### src/rtl/pgm_pkg.sv
// Shared definitions for the serial programming host sequencer.
// Assumes 6-bit command codes decoded by the target exactly as listed.
package pgm_pkg;

    localparam int CMD_W = 6;

    localparam logic [CMD_W-1:0] CMD_LOAD_CFG   = 6'b000000;
    localparam logic [CMD_W-1:0] CMD_LOAD_PGM   = 6'b000010;
    localparam logic [CMD_W-1:0] CMD_READ_PGM   = 6'b000100;
    localparam logic [CMD_W-1:0] CMD_NEXT_ADR   = 6'b000110;
    localparam logic [CMD_W-1:0] CMD_START_PRG  = 6'b001000;
    localparam logic [CMD_W-1:0] CMD_FINISH_PRG = 6'b001010;
    localparam logic [CMD_W-1:0] CMD_BULK_ERASE = 6'b001001;

    typedef enum logic [2:0] {
        OP_LOAD_CFG   = 3'd0,
        OP_LOAD_PGM   = 3'd1,
        OP_READ_PGM   = 3'd2,
        OP_NEXT_ADR   = 3'd3,
        OP_START_PRG  = 3'd4,
        OP_FINISH_PRG = 3'd5,
        OP_ERASE_ONE  = 3'd6,
        OP_ERASE_CFG  = 3'd7
    } op_e;

    typedef enum logic [2:0] {
        ST_IDLE,
        ST_CMD,
        ST_CDGAP,
        ST_DATA,
        ST_TAIL
    } st_e;

    // First command sent for an operation.
    function automatic logic [CMD_W-1:0] first_cmd(input logic [2:0] op);
        case (op)
            OP_LOAD_CFG:   return CMD_LOAD_CFG;
            OP_LOAD_PGM:   return CMD_LOAD_PGM;
            OP_READ_PGM:   return CMD_READ_PGM;
            OP_NEXT_ADR:   return CMD_NEXT_ADR;
            OP_START_PRG:  return CMD_START_PRG;
            OP_FINISH_PRG: return CMD_FINISH_PRG;
            OP_ERASE_ONE:  return CMD_BULK_ERASE;
            default:       return CMD_LOAD_CFG;
        endcase
    endfunction

    // True for commands followed by a 16-pulse data frame.
    function automatic logic has_data(input logic [CMD_W-1:0] c);
        return (c == CMD_LOAD_CFG) || (c == CMD_LOAD_PGM) || (c == CMD_READ_PGM);
    endfunction

    // True when the data frame is driven by the target.
    function automatic logic is_read(input logic [CMD_W-1:0] c);
        return c == CMD_READ_PGM;
    endfunction

endpackage

### src/rtl/pgm_bit_shifter.sv
// Serial bit engine: emits NBITS clock pulses of 2*HALF system clocks each
// (high half first), presents tx bits LSb first from the rising edge, and in
// listen mode releases the line and captures bits 2..N-1 of the frame at the
// end of each high half. Assumes start is only pulsed while idle.
module pgm_bit_shifter #(
    parameter int HALF    = 4,
    parameter int FRAME_W = 16,
    parameter int RX_W    = 14,
    localparam int CW     = $clog2(FRAME_W + 1),
    localparam int PW     = $clog2(2 * HALF) < 1 ? 1 : $clog2(2 * HALF)
) (
    input  logic               clk,
    input  logic               rst_n,
    input  logic               start,
    input  logic [CW-1:0]      nbits,
    input  logic [FRAME_W-1:0] tx,
    input  logic               listen,
    input  logic               dat_i,
    output logic               done,
    output logic [RX_W-1:0]    rx,
    output logic               sclk,
    output logic               dat_o,
    output logic               dat_oe
);
    localparam logic [PW-1:0] PH_HI_END = PW'(HALF - 1);
    localparam logic [PW-1:0] PH_LAST   = PW'(2 * HALF - 1);

    logic               active;
    logic               listen_q;
    logic [PW-1:0]      ph;
    logic [CW-1:0]      left;
    logic [FRAME_W-1:0] sh;
    logic               first_q;

    // Phase, bit count, transmit shift and receive capture.
    always_ff @(posedge clk) begin
        if (!rst_n) begin
            active   <= 1'b0;
            listen_q <= 1'b0;
            ph       <= '0;
            left     <= '0;
            sh       <= '0;
            rx       <= '0;
            done     <= 1'b0;
            first_q  <= 1'b0;
        end else begin
            done <= 1'b0;
            if (start && !active) begin
                active   <= 1'b1;
                listen_q <= listen;
                ph       <= '0;
                left     <= nbits;
                sh       <= tx;
                first_q  <= 1'b1;
            end else if (active) begin
                if (listen_q && ph == PH_HI_END && !first_q && left != CW'(1))
                    rx <= {dat_i, rx[RX_W-1:1]};
                if (ph == PH_LAST) begin
                    ph      <= '0;
                    sh      <= sh >> 1;
                    left    <= left - CW'(1);
                    first_q <= 1'b0;
                    if (left == CW'(1)) begin
                        active <= 1'b0;
                        done   <= 1'b1;
                    end
                end else begin
                    ph <= ph + PW'(1);
                end
            end
        end
    end

    // Line outputs derived from the engine state.
    always_comb begin
        sclk   = active && (ph <= PH_HI_END);
        dat_oe = active && !listen_q;
        dat_o  = active && !listen_q && sh[0];
    end

endmodule

### src/rtl/pgm_gap_timer.sv
// Down-counting wait timer: after a load pulse with value N it raises done for
// one cycle roughly N cycles later (at least N). Assumes load only when idle.
module pgm_gap_timer #(
    parameter int TW = 8
) (
    input  logic          clk,
    input  logic          rst_n,
    input  logic          load,
    input  logic [TW-1:0] val,
    output logic          done
);
    logic [TW-1:0] cnt;
    logic          run;

    // Count the loaded interval down and flag its end.
    always_ff @(posedge clk) begin
        if (!rst_n) begin
            cnt  <= '0;
            run  <= 1'b0;
            done <= 1'b0;
        end else begin
            done <= 1'b0;
            if (load) begin
                cnt <= val;
                run <= 1'b1;
            end else if (run) begin
                if (cnt <= TW'(1)) begin
                    run  <= 1'b0;
                    done <= 1'b1;
                end else begin
                    cnt <= cnt - TW'(1);
                end
            end
        end
    end

endmodule

### src/rtl/pgm_host_seq.sv
// Host sequencer for the two-wire programming link. Accepts one operation at
// a time, sends command and data frames through the bit engine and inserts the
// command-dependent waits through the gap timer. The two erase recipes are
// chained command steps. Assumes the target follows the listed command codes.
module pgm_host_seq #(
    parameter int HALF   = 4,
    parameter int DATA_W = 14,
    parameter int T_CD   = 100,
    parameter int T_CC   = 100,
    parameter int T_END  = 10000,
    parameter int T_ERA  = 600000
) (
    input  logic              clk,
    input  logic              rst_n,
    input  logic              req_valid,
    output logic              req_ready,
    input  logic [2:0]        req_op,
    input  logic [DATA_W-1:0] req_wdata,
    output logic              rd_valid,
    output logic [DATA_W-1:0] rd_data,
    output logic              busy,
    output logic              pgm_clk,
    output logic              pgm_dat_o,
    output logic              pgm_dat_oe,
    input  logic              pgm_dat_i
);
    import pgm_pkg::*;

    localparam int FRAME_W = DATA_W + 2;
    localparam int CW      = $clog2(FRAME_W + 1);
    localparam int TMAX_A  = (T_ERA > T_END) ? T_ERA : T_END;
    localparam int TMAX_B  = (T_CD > T_CC) ? T_CD : T_CC;
    localparam int TMAX    = (TMAX_A > TMAX_B) ? TMAX_A : TMAX_B;
    localparam int TW      = $clog2(TMAX + 1);

    st_e                st;
    logic [CMD_W-1:0]   cur_cmd;
    logic [DATA_W-1:0]  cur_dat;
    logic               chain_q;
    logic               sh_start;
    logic               sh_listen;
    logic [CW-1:0]      sh_nbits;
    logic [FRAME_W-1:0] sh_tx;
    logic               sh_done;
    logic [DATA_W-1:0]  sh_rx;
    logic               tm_load;
    logic [TW-1:0]      tm_val;
    logic               tm_done;

    // Wait that follows a command or transfer.
    function automatic logic [TW-1:0] tail_of(input logic [CMD_W-1:0] c);
        if (c == CMD_FINISH_PRG) return TW'(T_END);
        if (c == CMD_BULK_ERASE) return TW'(T_ERA);
        return TW'(T_CC);
    endfunction

    pgm_bit_shifter #(.HALF(HALF), .FRAME_W(FRAME_W), .RX_W(DATA_W)) shf_i (
        .clk    (clk),
        .rst_n  (rst_n),
        .start  (sh_start),
        .nbits  (sh_nbits),
        .tx     (sh_tx),
        .listen (sh_listen),
        .dat_i  (pgm_dat_i),
        .done   (sh_done),
        .rx     (sh_rx),
        .sclk   (pgm_clk),
        .dat_o  (pgm_dat_o),
        .dat_oe (pgm_dat_oe)
    );

    pgm_gap_timer #(.TW(TW)) tmr_i (
        .clk   (clk),
        .rst_n (rst_n),
        .load  (tm_load),
        .val   (tm_val),
        .done  (tm_done)
    );

    // Operation sequencing: command, gap, data, tail wait, optional chain.
    always_ff @(posedge clk) begin
        if (!rst_n) begin
            st        <= ST_IDLE;
            cur_cmd   <= '0;
            cur_dat   <= '0;
            chain_q   <= 1'b0;
            sh_start  <= 1'b0;
            sh_listen <= 1'b0;
            sh_nbits  <= '0;
            sh_tx     <= '0;
            tm_load   <= 1'b0;
            tm_val    <= '0;
            rd_valid  <= 1'b0;
            rd_data   <= '0;
        end else begin
            sh_start <= 1'b0;
            tm_load  <= 1'b0;
            rd_valid <= 1'b0;
            unique case (st)
                ST_IDLE: begin
                    if (req_valid) begin
                        chain_q   <= (req_op == OP_ERASE_CFG);
                        cur_dat   <= (req_op == OP_ERASE_CFG) ? '0 : req_wdata;
                        cur_cmd   <= first_cmd(req_op);
                        sh_start  <= 1'b1;
                        sh_nbits  <= CW'(CMD_W);
                        sh_tx     <= FRAME_W'(first_cmd(req_op));
                        sh_listen <= 1'b0;
                        st        <= ST_CMD;
                    end
                end
                ST_CMD: begin
                    if (sh_done) begin
                        tm_load <= 1'b1;
                        if (has_data(cur_cmd)) begin
                            tm_val <= TW'(T_CD);
                            st     <= ST_CDGAP;
                        end else begin
                            tm_val <= tail_of(cur_cmd);
                            st     <= ST_TAIL;
                        end
                    end
                end
                ST_CDGAP: begin
                    if (tm_done) begin
                        sh_start  <= 1'b1;
                        sh_nbits  <= CW'(FRAME_W);
                        sh_tx     <= {1'b0, cur_dat, 1'b0};
                        sh_listen <= is_read(cur_cmd);
                        st        <= ST_DATA;
                    end
                end
                ST_DATA: begin
                    if (sh_done) begin
                        if (is_read(cur_cmd)) begin
                            rd_valid <= 1'b1;
                            rd_data  <= sh_rx;
                        end
                        tm_load <= 1'b1;
                        tm_val  <= TW'(T_CC);
                        st      <= ST_TAIL;
                    end
                end
                ST_TAIL: begin
                    if (tm_done) begin
                        if (chain_q) begin
                            chain_q   <= 1'b0;
                            cur_cmd   <= CMD_BULK_ERASE;
                            sh_start  <= 1'b1;
                            sh_nbits  <= CW'(CMD_W);
                            sh_tx     <= FRAME_W'(CMD_BULK_ERASE);
                            sh_listen <= 1'b0;
                            st        <= ST_CMD;
                        end else begin
                            st <= ST_IDLE;
                        end
                    end
                end
                default: st <= ST_IDLE;
            endcase
        end
    end

    // Handshake and status follow the sequencer state.
    always_comb begin
        busy      = (st != ST_IDLE);
        req_ready = (st == ST_IDLE);
    end

endmodule

### config.mk
export PLATFORM = sky130hd
export DESIGN_NAME = pgm_host_seq
export DESIGN_NICKNAME = d
export VERILOG_FILES = /design/src/rtl/pgm_pkg.sv /design/src/rtl/pgm_bit_shifter.sv /design/src/rtl/pgm_gap_timer.sv /design/src/rtl/pgm_host_seq.sv
export SDC_FILE = /design/constraint.sdc
export NUM_CORES = 1
export LEC_CHECK = 0
export BUFFER_PORTS_ARGS = -buffer_cell sky130_fd_sc_hd__buf_4
export CAP_MARGIN = 20
export CORE_ASPECT_RATIO = 1.25
export CORE_MARGIN = 4
export CORE_UTILIZATION = 59
export CTS_BUF_LIST = sky130_fd_sc_hd__clkbuf_16
export CTS_CLUSTER_DIAMETER = 60
export CTS_CLUSTER_SIZE = 12
export DETAILED_ROUTE_END_ITERATION = 16
export PLACE_DENSITY = 0.88
export SKIP_LAST_GASP = 1
export SYNTH_ARGS = -nofsm -noshare
export SYNTH_HDL_FRONTEND = slang
export SYNTH_SLANG_ARGS = --single-unit
### constraint.sdc
create_clock -name clk -period 2.65 [get_ports clk]
set_clock_uncertainty 0.1 [all_clocks]
set_input_delay 0.265 -clock clk [delete_from_list [all_inputs] [get_ports clk]]
set_output_delay 0.265 -clock clk [all_outputs]
set_load 0.01 [all_outputs]
==> impl_metrics.tcl, run 1 <==
set metrics [dict create \
    final.setup.worst_slack_ns 0.204 \
    rsz0062_at_grt "no" \
    cellLeakagePower_uw 0.00247 \
    grt.met2_usage_pct 41.8 \
    synthAdderAreaFrac_pct 1.68 \
    arrival_ns 2.64 \
    synth-seq-area-share_pct 47.9 \
    clock_latency_ns 0.41 \
    h-tree-depth 4 \
    netlist.area_leader.share_pct 47.9 \
    root_buffer "clkbuf_16" \
    cts_setup_buffers 0 \
    slew_violations 0 \
    std_cell_rows 38 \
    synth_xor_area_share_pct 2.01 \
    num-nets-final 652 \
    viasPerCell 5.91 \
    power.share.sequential_pct 43.4 \
    critPathTopFamily "simple AND/OR/NAND/NOR gates" \
    cp_slowest_cell "or4_1" \
    ys_seq_elements 125 \
    power.switching_uw 934 \
    drc_errors 0 \
    synth_top_cell_by_area "dfxtp_1" \
    critical_path.cell_chain "or4_1 -> or4b_4 -> nor3_4 -> o31ai_1 -> o221a_1" \
    antenna_left 0 \
    drv_cap 0 \
    cpPeakStageDelay_ns 0.72 \
    fillers 619 \
    whs_ns 0.0224 \
    synthSimpleGateAreaFrac_pct 21.4 \
    setup_viol 0 \
    core_area_sq_um 8650 \
    ctsLongestPathBuffers 2 \
    grt_util_met1_pct 26.3 \
    crit_buf_inv 0 \
    fin_util_pct 72.1 \
    hpwl_microns 7770 \
    pwr-share-clk_pct 51.8 \
    yosys-top-cells-area "dfxtp_1 48%, nor2_1 6.4%, mux2i_1 5.9%" \
    tns_ns 0 \
    ios 41 \
    grt_max_degree 86 \
    r2r_end "tmr_i.cnt[6]$_SDFFE_PN0P_" \
    hold_start "req_wdata[4]" \
    cts_tree "built" \
    fin_crit_ns 2.45 \
    required_ns 2.84 \
    drive_above_1_share_pct 14.5 \
    wl_microns 12000 \
    tightest_slew_ns 0.696 \
    multi_input_area_sq_um 2550 \
    postPlaceCellArea_sq_um 5640 \
    cts.repair.resized 0 \
    die_w_microns 92.2 \
    reg2reg_slack_ns 0.20 \
    netlist_instances 586 \
    grt_pass1_vias 4378 \
    grt_antenna_before_repair 0 \
    setup.worst_path.start_class "register" \
    dr.pass1.iters 5 \
    grt.overflow.total 0 \
    p_per_area_nw_per_um2 715 \
    post_drt_wl_per_cell_microns 15.9 \
    gp_congestion 0.890 \
    via_count 4467 \
    cell_internal_pwr_uw 3530 \
    ir_worst_vdd_v 0.000571 \
    synth.avg_cell_area_sq_um 8.92 \
    timing.fmax_ghz 0.409 \
    r2r-start "tmr_i.cnt[6]$_SDFFE_PN0P_" \
    async_reset_ff_share_pct 0 \
    synth_top_family_by_area "simple AND/OR/NAND/NOR gates" \
    finalHoldViolCount 0 \
    syn_nets 614 \
    status "completed" \
    combPwrFrac_pct 4.8 \
    portBuffers 40 \
    netlist_area_sq_um 5230 \
    r2r.worst_path.cells 5 \
    hold_path_class "primary input to register" \
    worst-setup-path-type "register to register" \
    cp_max_fo 9 \
    top_usage_layer "met2" \
    synth_edf_count 0 \
    synth-compound-area-share_pct 17.7 \
    start_util_pct 60.4 \
    area.sequential_sq_um 2500 \
    critPathCaptureType "register" \
    die_y_microns 113 \
    holdPathEnd "cur_dat[4]$_SDFFE_PN0P_" \
    cts_hold_buffers 1 \
    yosys_most_used_dff "dfxtp_1" \
    cts_buffers 17 \
    synthMuxAreaShare_pct 5.94 \
    fin_crit_sh_pct 92.3 \
    grt_pass1_wl_microns 19900 \
    cts_num_sinks 125 \
    grtUsageTotal_pct 23.7 \
    die-area_sq_um 10400 \
    clk_pin_slew_ns 0.05 \
    synth.yosys.warnings 0 \
    areaGrowthSynthToFinish_pct 19.4 \
    holdPathStages 3 \
    p_sw_share_pct 20.9 \
    met3_usage_pct 6.18 \
    drt_iter0_drc 361 \
    ys_types 62 \
    place_ws_ns 0.208 \
    diodes 0 \
    fin_area_sq_um 6240 \
    maxSlewHeadroom_pct 53.0 \
]
[routing by layer]
layer,routed length (microns),vias to the layer above,part of all wire (%)
li1,-,2174,-
met1,4710,2106,39
met2,6290,151,52
met3,667,36,5.6
met4,333,0,2.8
met5,0,-,0
[metrics by stage]
step                power (uW)  instances
global route              4590        756
finish                    4460        756
detailed placement        2180        724
CTS                       4480        756
floorplan                 2110        586
global placement          2180        724
[power groups by stage]
stage / clock network (uW) / registers (uW) / logic (uW)
after detailed placement: 0 / 1970 / 209
after global placement: 0 / 1970 / 203
after CTS: 2330 / 1940 / 213
after floorplan: 0 / 1960 / 146
after global routing: 2420 / 1940 / 236
final: 2310 / 1940 / 213
[logic make-up (layout without fill, tap and decap cells)]
group           after synthesis  after routing
buf+inv                      45             95
fa+ha+maj                     7              7
simple gates                230            230
flops                       125            125
compound gates              136            136
xor+xnor                     12             12
mux                          31             31
[Yosys cell counts, drive strengths merged (3+ instances only)]
cell and count:
or4 5, o21ai 9, o211ai 5, nor4 5, clkbuf 31, nor3b 3, xnor2 11, mux2i 31
nor4b 4, or2 3, o31ai 3, nand2b 3, nand2 55, nand3 25, nor3 14, or3 4
nor2 89, a31oi 4, inv 11, o21a 4, a21oi 54, nor2b 5, o221a 3, a22oi 28
dfxtp 125, and2 6, ha 7, a2111oi 5, buf 3
[worst max path at each step]
| stage | slack, ns | from | to | cells after the start |
|---|---|---|---|---|
| floorplan | 0.44 | tmr_i.cnt[6]$_SDFFE_PN0P_ | tmr_i.cnt[19]$_SDFFE_PN0P_ | 6 |
| global placement | 0.31 | tmr_i.cnt[6]$_SDFFE_PN0P_ | tmr_i.cnt[6]$_SDFFE_PN0P_ | 5 |
| detailed placement | 0.21 | tmr_i.cnt[6]$_SDFFE_PN0P_ | tmr_i.cnt[6]$_SDFFE_PN0P_ | 5 |
| CTS | 0.20 | tmr_i.cnt[6]$_SDFFE_PN0P_ | tmr_i.cnt[6]$_SDFFE_PN0P_ | 5 |
| global route | 0.02 | tmr_i.cnt[6]$_SDFFE_PN0P_ | tmr_i.cnt[13]$_SDFFE_PN0P_ | 5 |
| finish | 0.20 | tmr_i.cnt[6]$_SDFFE_PN0P_ | tmr_i.cnt[6]$_SDFFE_PN0P_ | 5 |
[worst min-delay path: stages]
cell	delay, ns
buf_4	0.11
nand3_1	0.05
a21oi_1	0.06
[cells in the final DEF, fill, tap and decap left out, types with 3 or more instances in the layout]
master and instances:
nor2b_1 5, ha_1 7, or2_2 3, nor3b_1 3, inv_1 15, bufinv_16 4, xnor2_1 11, nand2b_1 3
mux2i_1 31, nor4_1 4, buf_4 51, dfxtp_1 125, or4_1 4, o211ai_1 5, clkinv_1 3, and2_1 5
nor2_1 89, o21a_1 4, nand3_1 25, clkbuf_16 17, nor4b_1 3, a22oi_1 28, a31oi_1 4, a21oi_1 53
o21ai_0 9, nor3_1 12, nand2_1 55, or3_1 4, o31ai_1 3, a2111oi_0 4
[registers in the layout, summed over array words and instances, names as in the netlist, 2 cells and up]
register / count
shf_i.sh: 15
sh_tx: 15
st: 3
sh_nbits: 2
cur_dat: 14
shf_i.left: 5
cur_cmd: 4
shf_i.ph: 3
shf_i.rx: 14
rd_data: 14
tm_val: 5
tmr_i.cnt: 20
[cell type report]
type | instances | area share [%]
Timing Repair Buffer | 53 | 6.62
Multi-Input combinational cell | 416 | 40.8
Inverter | 11 | 0.662
Clock inverter | 14 | 2.61
Sequential cell | 125 | 40.1
Tap cell | 120 | 2.41
Clock buffer | 17 | 6.82
No activity file was read; power rests on OpenSTA's default activity.
==> inputs of run 2 (changes only) <==
--- a/config.mk
+++ b/config.mk
@@ -8,7 +8,6 @@
 export BUFFER_PORTS_ARGS = -buffer_cell sky130_fd_sc_hd__buf_4
 export CAP_MARGIN = 20
 export CORE_ASPECT_RATIO = 1.25
-export CORE_MARGIN = 4
 export CORE_UTILIZATION = 59
 export CTS_BUF_LIST = sky130_fd_sc_hd__clkbuf_16
 export CTS_CLUSTER_DIAMETER = 60
==> run 2 against run 1 <==
Against the previous run: combinational power is essentially flat; critical path depth did not move; critical endpoint unchanged; largest cell class unchanged; cell count down 0.13%; sequential cell count unchanged; wire length grew 1.7%.
==> impl_metrics.tcl, run 2 (synthesis results as in run 1) <==
set metrics [dict create \
    status "completed" \
    h-tree-depth 4 \
    start_util_pct 60.4 \
    grtUsageTotal_pct 27.6 \
    std_cell_rows 38 \
    gp_congestion 0.891 \
    drv_cap 0 \
    diodes 0 \
    die_w_microns 86.2 \
    ios 41 \
    post_drt_wl_per_cell_microns 16.2 \
    areaGrowthSynthToFinish_pct 18.2 \
    die-area_sq_um 9240 \
    clk_pin_slew_ns 0.06 \
    grt_antenna_before_repair 0 \
    cts_setup_buffers 0 \
    ir_worst_vdd_v 0.000545 \
    fin_crit_sh_pct 91.4 \
    wl_microns 12200 \
    fillers 639 \
    die_y_microns 107 \
    cts_num_sinks 125 \
    setup.worst_path.start_class "register" \
    reg2reg_slack_ns 0.23 \
    grt_pass1_vias 4260 \
    worst-setup-path-type "register to register" \
    holdPathEnd "cur_dat[1]$_SDFFE_PN0P_" \
    maxSlewHeadroom_pct 51.2 \
    grt.overflow.total 0 \
    final_cell_mix "125 x dfxtp_1, 89 x nor2_1, 55 x nand2_1" \
    required_ns 2.85 \
    rsz0062_at_grt "no" \
    finalHoldViolCount 0 \
    cpPeakStageDelay_ns 0.73 \
    clock_latency_ns 0.41 \
    drt_iter0_drc 355 \
    cts_tree "built" \
    cts_hold_buffers 0 \
    cts_buffers 17 \
    timing.fmax_ghz 0.413 \
    num-nets-final 651 \
    r2r-start "tmr_i.cnt[6]$_SDFFE_PN0P_" \
    drc_errors 0 \
    power_uw 4220 \
    arrival_ns 2.62 \
    cp_slowest_cell "or4_1" \
    tightest_slew_ns 0.726 \
    critPathCaptureType "register" \
    r2r_end "tmr_i.cnt[6]$_SDFFE_PN0P_" \
    ctsLongestPathBuffers 2 \
    viasPerCell 5.95 \
    grt_max_degree 83 \
    setup_viol 0 \
    final_cell_count_no_fill 755 \
    largest_reg_flops 20 \
    holdPathStages 3 \
    cts.repair.resized 0 \
    tns_ns 0 \
    hold_start "req_wdata[1]" \
    hold_path_class "primary input to register" \
    dr.pass1.iters 5 \
    drive_above_1_share_pct 15.6 \
    critical_path.cell_chain "or4_1 -> or4b_4 -> nor3_4 -> o31ai_1 -> o221a_1" \
    multi_input_area_sq_um 2550 \
    reg_top3 "tmr_i.cnt (20), sh_tx (15), shf_i.sh (15)" \
    hpwl_microns 7800 \
    area.sequential_sq_um 2500 \
    fin_crit_ns 2.42 \
    slew_violations 0 \
    cellLeakagePower_uw 0.00242 \
    r2r.worst_path.cells 5 \
    regMostFlops "tmr_i.cnt" \
    place_inst 724 \
    antenna_left 0 \
    p_per_area_nw_per_um2 683 \
    grt_pass1_wl_microns 19700 \
    cp_max_fo 9 \
    portBuffers 40 \
    via_count 4489 \
    root_buffer "clkbuf_16" \
    final_common_cell "dfxtp_1" \
    core_area_sq_um 8650 \
]
run 2: cell count changes in the layout (fill, tap and decap cells not counted), sizes merged:
cell,delta
inv,-4
bufinv,-3
clkinvlp,+4
clkinv,+3
dlygate4sd3,-1
run 2: final cells by class:
type,count,area share [%]
inverter,11,0.669
timing repair buffer,52,6.52
multi-input combinational,416,41.2
clock buffer,17,6.89
tap,120,2.43
sequential,125,40.5
clock inverter,14,1.72
run 2: report_power, final:
| part | total [uW] | switching, uW | internal [uW] |
|---|---|---|---|
| clock network | 2070 | 810 | 1260 |
| registers | 1940 | 26.9 | 1910 |
| logic | 211 | 128 | 83.3 |
| total | 4220 | 965 | 3250 |
run 2: worst max-delay path: cells and delay by family, from the launching register on:
kind	cells	cell delay [ns]
AOI/OAI and AO/OA	2	0.33
DFF	1	0.34
and+or+nand+nor	3	1.54
run 2: worst max path at each step:
stage | from | end | slack [ns] | depth (start not counted)
floorplan | tmr_i.cnt[6]$_SDFFE_PN0P_ | tmr_i.cnt[19]$_SDFFE_PN0P_ | 0.44 | 6
detailed placement | tmr_i.cnt[6]$_SDFFE_PN0P_ | tmr_i.cnt[6]$_SDFFE_PN0P_ | 0.26 | 5
global route | tmr_i.cnt[6]$_SDFFE_PN0P_ | tmr_i.cnt[13]$_SDFFE_PN0P_ | 0.11 | 5
finish | tmr_i.cnt[6]$_SDFFE_PN0P_ | tmr_i.cnt[6]$_SDFFE_PN0P_ | 0.23 | 5
CTS | tmr_i.cnt[6]$_SDFFE_PN0P_ | tmr_i.cnt[19]$_SDFFE_PN0P_ | 0.25 | 5
global placement | tmr_i.cnt[6]$_SDFFE_PN0P_ | tmr_i.cnt[6]$_SDFFE_PN0P_ | 0.32 | 5
run 2: metal layers:
layer | up-vias | wire length (microns) | global-route usage [%]
met5 | - | 0 | 0
met4 | 0 | 405 | 15.7
met3 | 41 | 512 | 7.08
met2 | 136 | 6530 | 48.8
met1 | 2146 | 4760 | 29.5
li1 | 2166 | - | -
run 2: per-stage QoR:
stage / cell area [sq um] / setup slack (ns) / hold slack (ns) / util [%]
finish: 6170 / 0.228 / 0.0220 / 71.4
global route: 6170 / 0.112 / 0.0233 / 71.4
CTS: 6170 / 0.248 / 0.0134 / 71.4
detailed placement: 5640 / 0.260 / 0.343 / 65.2
global placement: 5640 / 0.318 / 0.338 / 65.2
floorplan: 5230 / 0.440 / 0.303 / -
==> inputs of run 3 (changes only) <==
--- a/config.mk
+++ b/config.mk
@@ -5,15 +5,15 @@
 export SDC_FILE = /design/constraint.sdc
 export NUM_CORES = 1
 export LEC_CHECK = 0
-export BUFFER_PORTS_ARGS = -buffer_cell sky130_fd_sc_hd__buf_4
 export CAP_MARGIN = 20
 export CORE_ASPECT_RATIO = 1.25
-export CORE_UTILIZATION = 59
+export CORE_UTILIZATION = 60
 export CTS_BUF_LIST = sky130_fd_sc_hd__clkbuf_16
 export CTS_CLUSTER_DIAMETER = 60
 export CTS_CLUSTER_SIZE = 12
 export DETAILED_ROUTE_END_ITERATION = 16
-export PLACE_DENSITY = 0.88
+export DONT_BUFFER_PORTS = 1
+export PLACE_DENSITY = 0.85
 export SKIP_LAST_GASP = 1
 export SYNTH_ARGS = -nofsm -noshare
 export SYNTH_HDL_FRONTEND = slang
==> run 3 against run 2 <==
Against the previous run: register-to-register slack got worse by 0.05 ns; highest routed layer unchanged; largest power group unchanged; design area fell by 1.4%; wire length up 3.5%; clock power up 9.7%; critical endpoint unchanged; critical path depth unchanged; critical path type unchanged.
==> impl_metrics.tcl, run 3 (synthesis results as in run 1) <==
set metrics [dict create \
    required_ns 2.84 \
    core_area_sq_um 8330 \
    cellLeakagePower_uw 0.00233 \
    diodes 0 \
    cts_setup_buffers 0 \
    grt_antenna_before_repair 0 \
    post_drt_wl_per_cell_microns 17.7 \
    num-nets-final 632 \
    final_common_cell "dfxtp_1" \
    die_y_microns 106 \
    place_ws_ns 0.209 \
    rsz0062_at_grt "no" \
    status "completed" \
    cts_tree "built" \
    areaGrowthSynthToFinish_pct 16.5 \
    finalHoldViolCount 0 \
    fin_crit_sh_pct 93.2 \
    portBuffers 0 \
    tns_ns 0 \
    power_uw 4420 \
    grt_max_degree 41 \
    final.setup.worst_slack_ns 0.181 \
    clk_pin_slew_ns 0.05 \
    ios 41 \
    grt.overflow.total 0 \
    reg_top3 "tmr_i.cnt (20), sh_tx (15), shf_i.sh (15)" \
    wl_microns 12600 \
    largest_reg_flops 20 \
    grtUsageTotal_pct 29.1 \
    fin_crit_ns 2.47 \
    cts_hold_buffers 18 \
    whs_ns 0.0375 \
    cp_max_fo 9 \
    hpwl_microns 7680 \
    antenna_left 0 \
    cts_buffers 17 \
    fin_util_pct 73.0 \
    cts_num_sinks 125 \
    drive_above_1_share_pct 9.56 \
    critical_path.cell_chain "or4_1 -> or4b_4 -> nor3_4 -> o31ai_1 -> o221a_1" \
    h-tree-depth 4 \
    drc_errors 0 \
    slew_violations 0 \
    p_per_area_nw_per_um2 726 \
    final_cell_mix "125 x dfxtp_1, 89 x nor2_1, 55 x nand2_1" \
    die_w_microns 85.5 \
    std_cell_rows 37 \
    via_count 4501 \
    drt_iter0_drc 420 \
    clock_latency_ns 0.41 \
    start_util_pct 62.7 \
    die-area_sq_um 9090 \
    ir_worst_vdd_v 0.000647 \
    setup.worst_path.start_class "register" \
    setup_viol 0 \
    drv_cap 0 \
    worst-setup-path-type "register to register" \
    cp_slowest_cell "or4_1" \
    cts.repair.resized 0 \
    arrival_ns 2.66 \
    regMostFlops "tmr_i.cnt" \
    tightest_slew_ns 0.770 \
    grt_pass1_vias 4376 \
    maxSlewHeadroom_pct 47.3 \
    viasPerCell 6.30 \
    gp_congestion 0.940 \
    root_buffer "clkbuf_16" \
    dr.pass1.iters 5 \
    hold_path_class "primary input to register" \
    ctsLongestPathBuffers 2 \
    grt_pass1_wl_microns 20600 \
    critPathCaptureType "register" \
    timing.fmax_ghz 0.405 \
    cpPeakStageDelay_ns 0.72 \
]
## run 3: metrics by stage
stage	instances	instance area, sq um
after CTS	714	6090
after global placement	664	5320
after detailed placement	664	5320
after global routing	714	6090
after floorplan	586	5230
final	714	6090
## run 3: critical path, delay by kind of cell (launching register included)
kind             cells  cell delay (ns)
AO/OA/AOI/OAI        2             0.38
AND/OR/NAND/NOR      3             1.53
flip-flops           1             0.34
## run 3: area by class of cell
type,count,area (sq um)
fillers,569,2250
well taps,97,121
inverters,11,41.3
repair buffers,33,293
clock inverters,15,156
flip-flops and latches,125,2500
clock buffers,17,425
multi-input cells,416,2550
## run 3: power breakdown
| part | internal (uW) | total, uW | switching, uW |
|---|---|---|---|
| logic | 79.9 | 211 | 131 |
| clock network | 1450 | 2270 | 813 |
| registers | 1910 | 1940 | 27.4 |
| total | 3440 | 4420 | 971 |
## run 3: path summary, 6_finish.rpt
| path | end | slack [ns] | cells after the start | startpoint |
|---|---|---|---|---|
| max | tmr_i.cnt[6]$_SDFFE_PN0P_ | 0.18 | 5 | tmr_i.cnt[6]$_SDFFE_PN0P_ |
| min | cur_cmd[1]$_SDFFE_PN0P_ | 0.04 | 3 | req_op[1] |
| max reg2reg | tmr_i.cnt[6]$_SDFFE_PN0P_ | 0.18 | 5 | tmr_i.cnt[6]$_SDFFE_PN0P_ |
| min reg2reg | cur_dat[6]$_SDFFE_PN0P_ | 0.35 | 2 | cur_dat[6]$_SDFFE_PN0P_ |
## run 3: layer usage
| metal | global-route usage (%) | share of wire [%] |
|---|---|---|
| met5 | 0 | 0 |
| met4 | 16.2 | 4.0 |
| met3 | 7.22 | 5.2 |
| met2 | 51.9 | 52 |
| met1 | 31.0 | 38 |
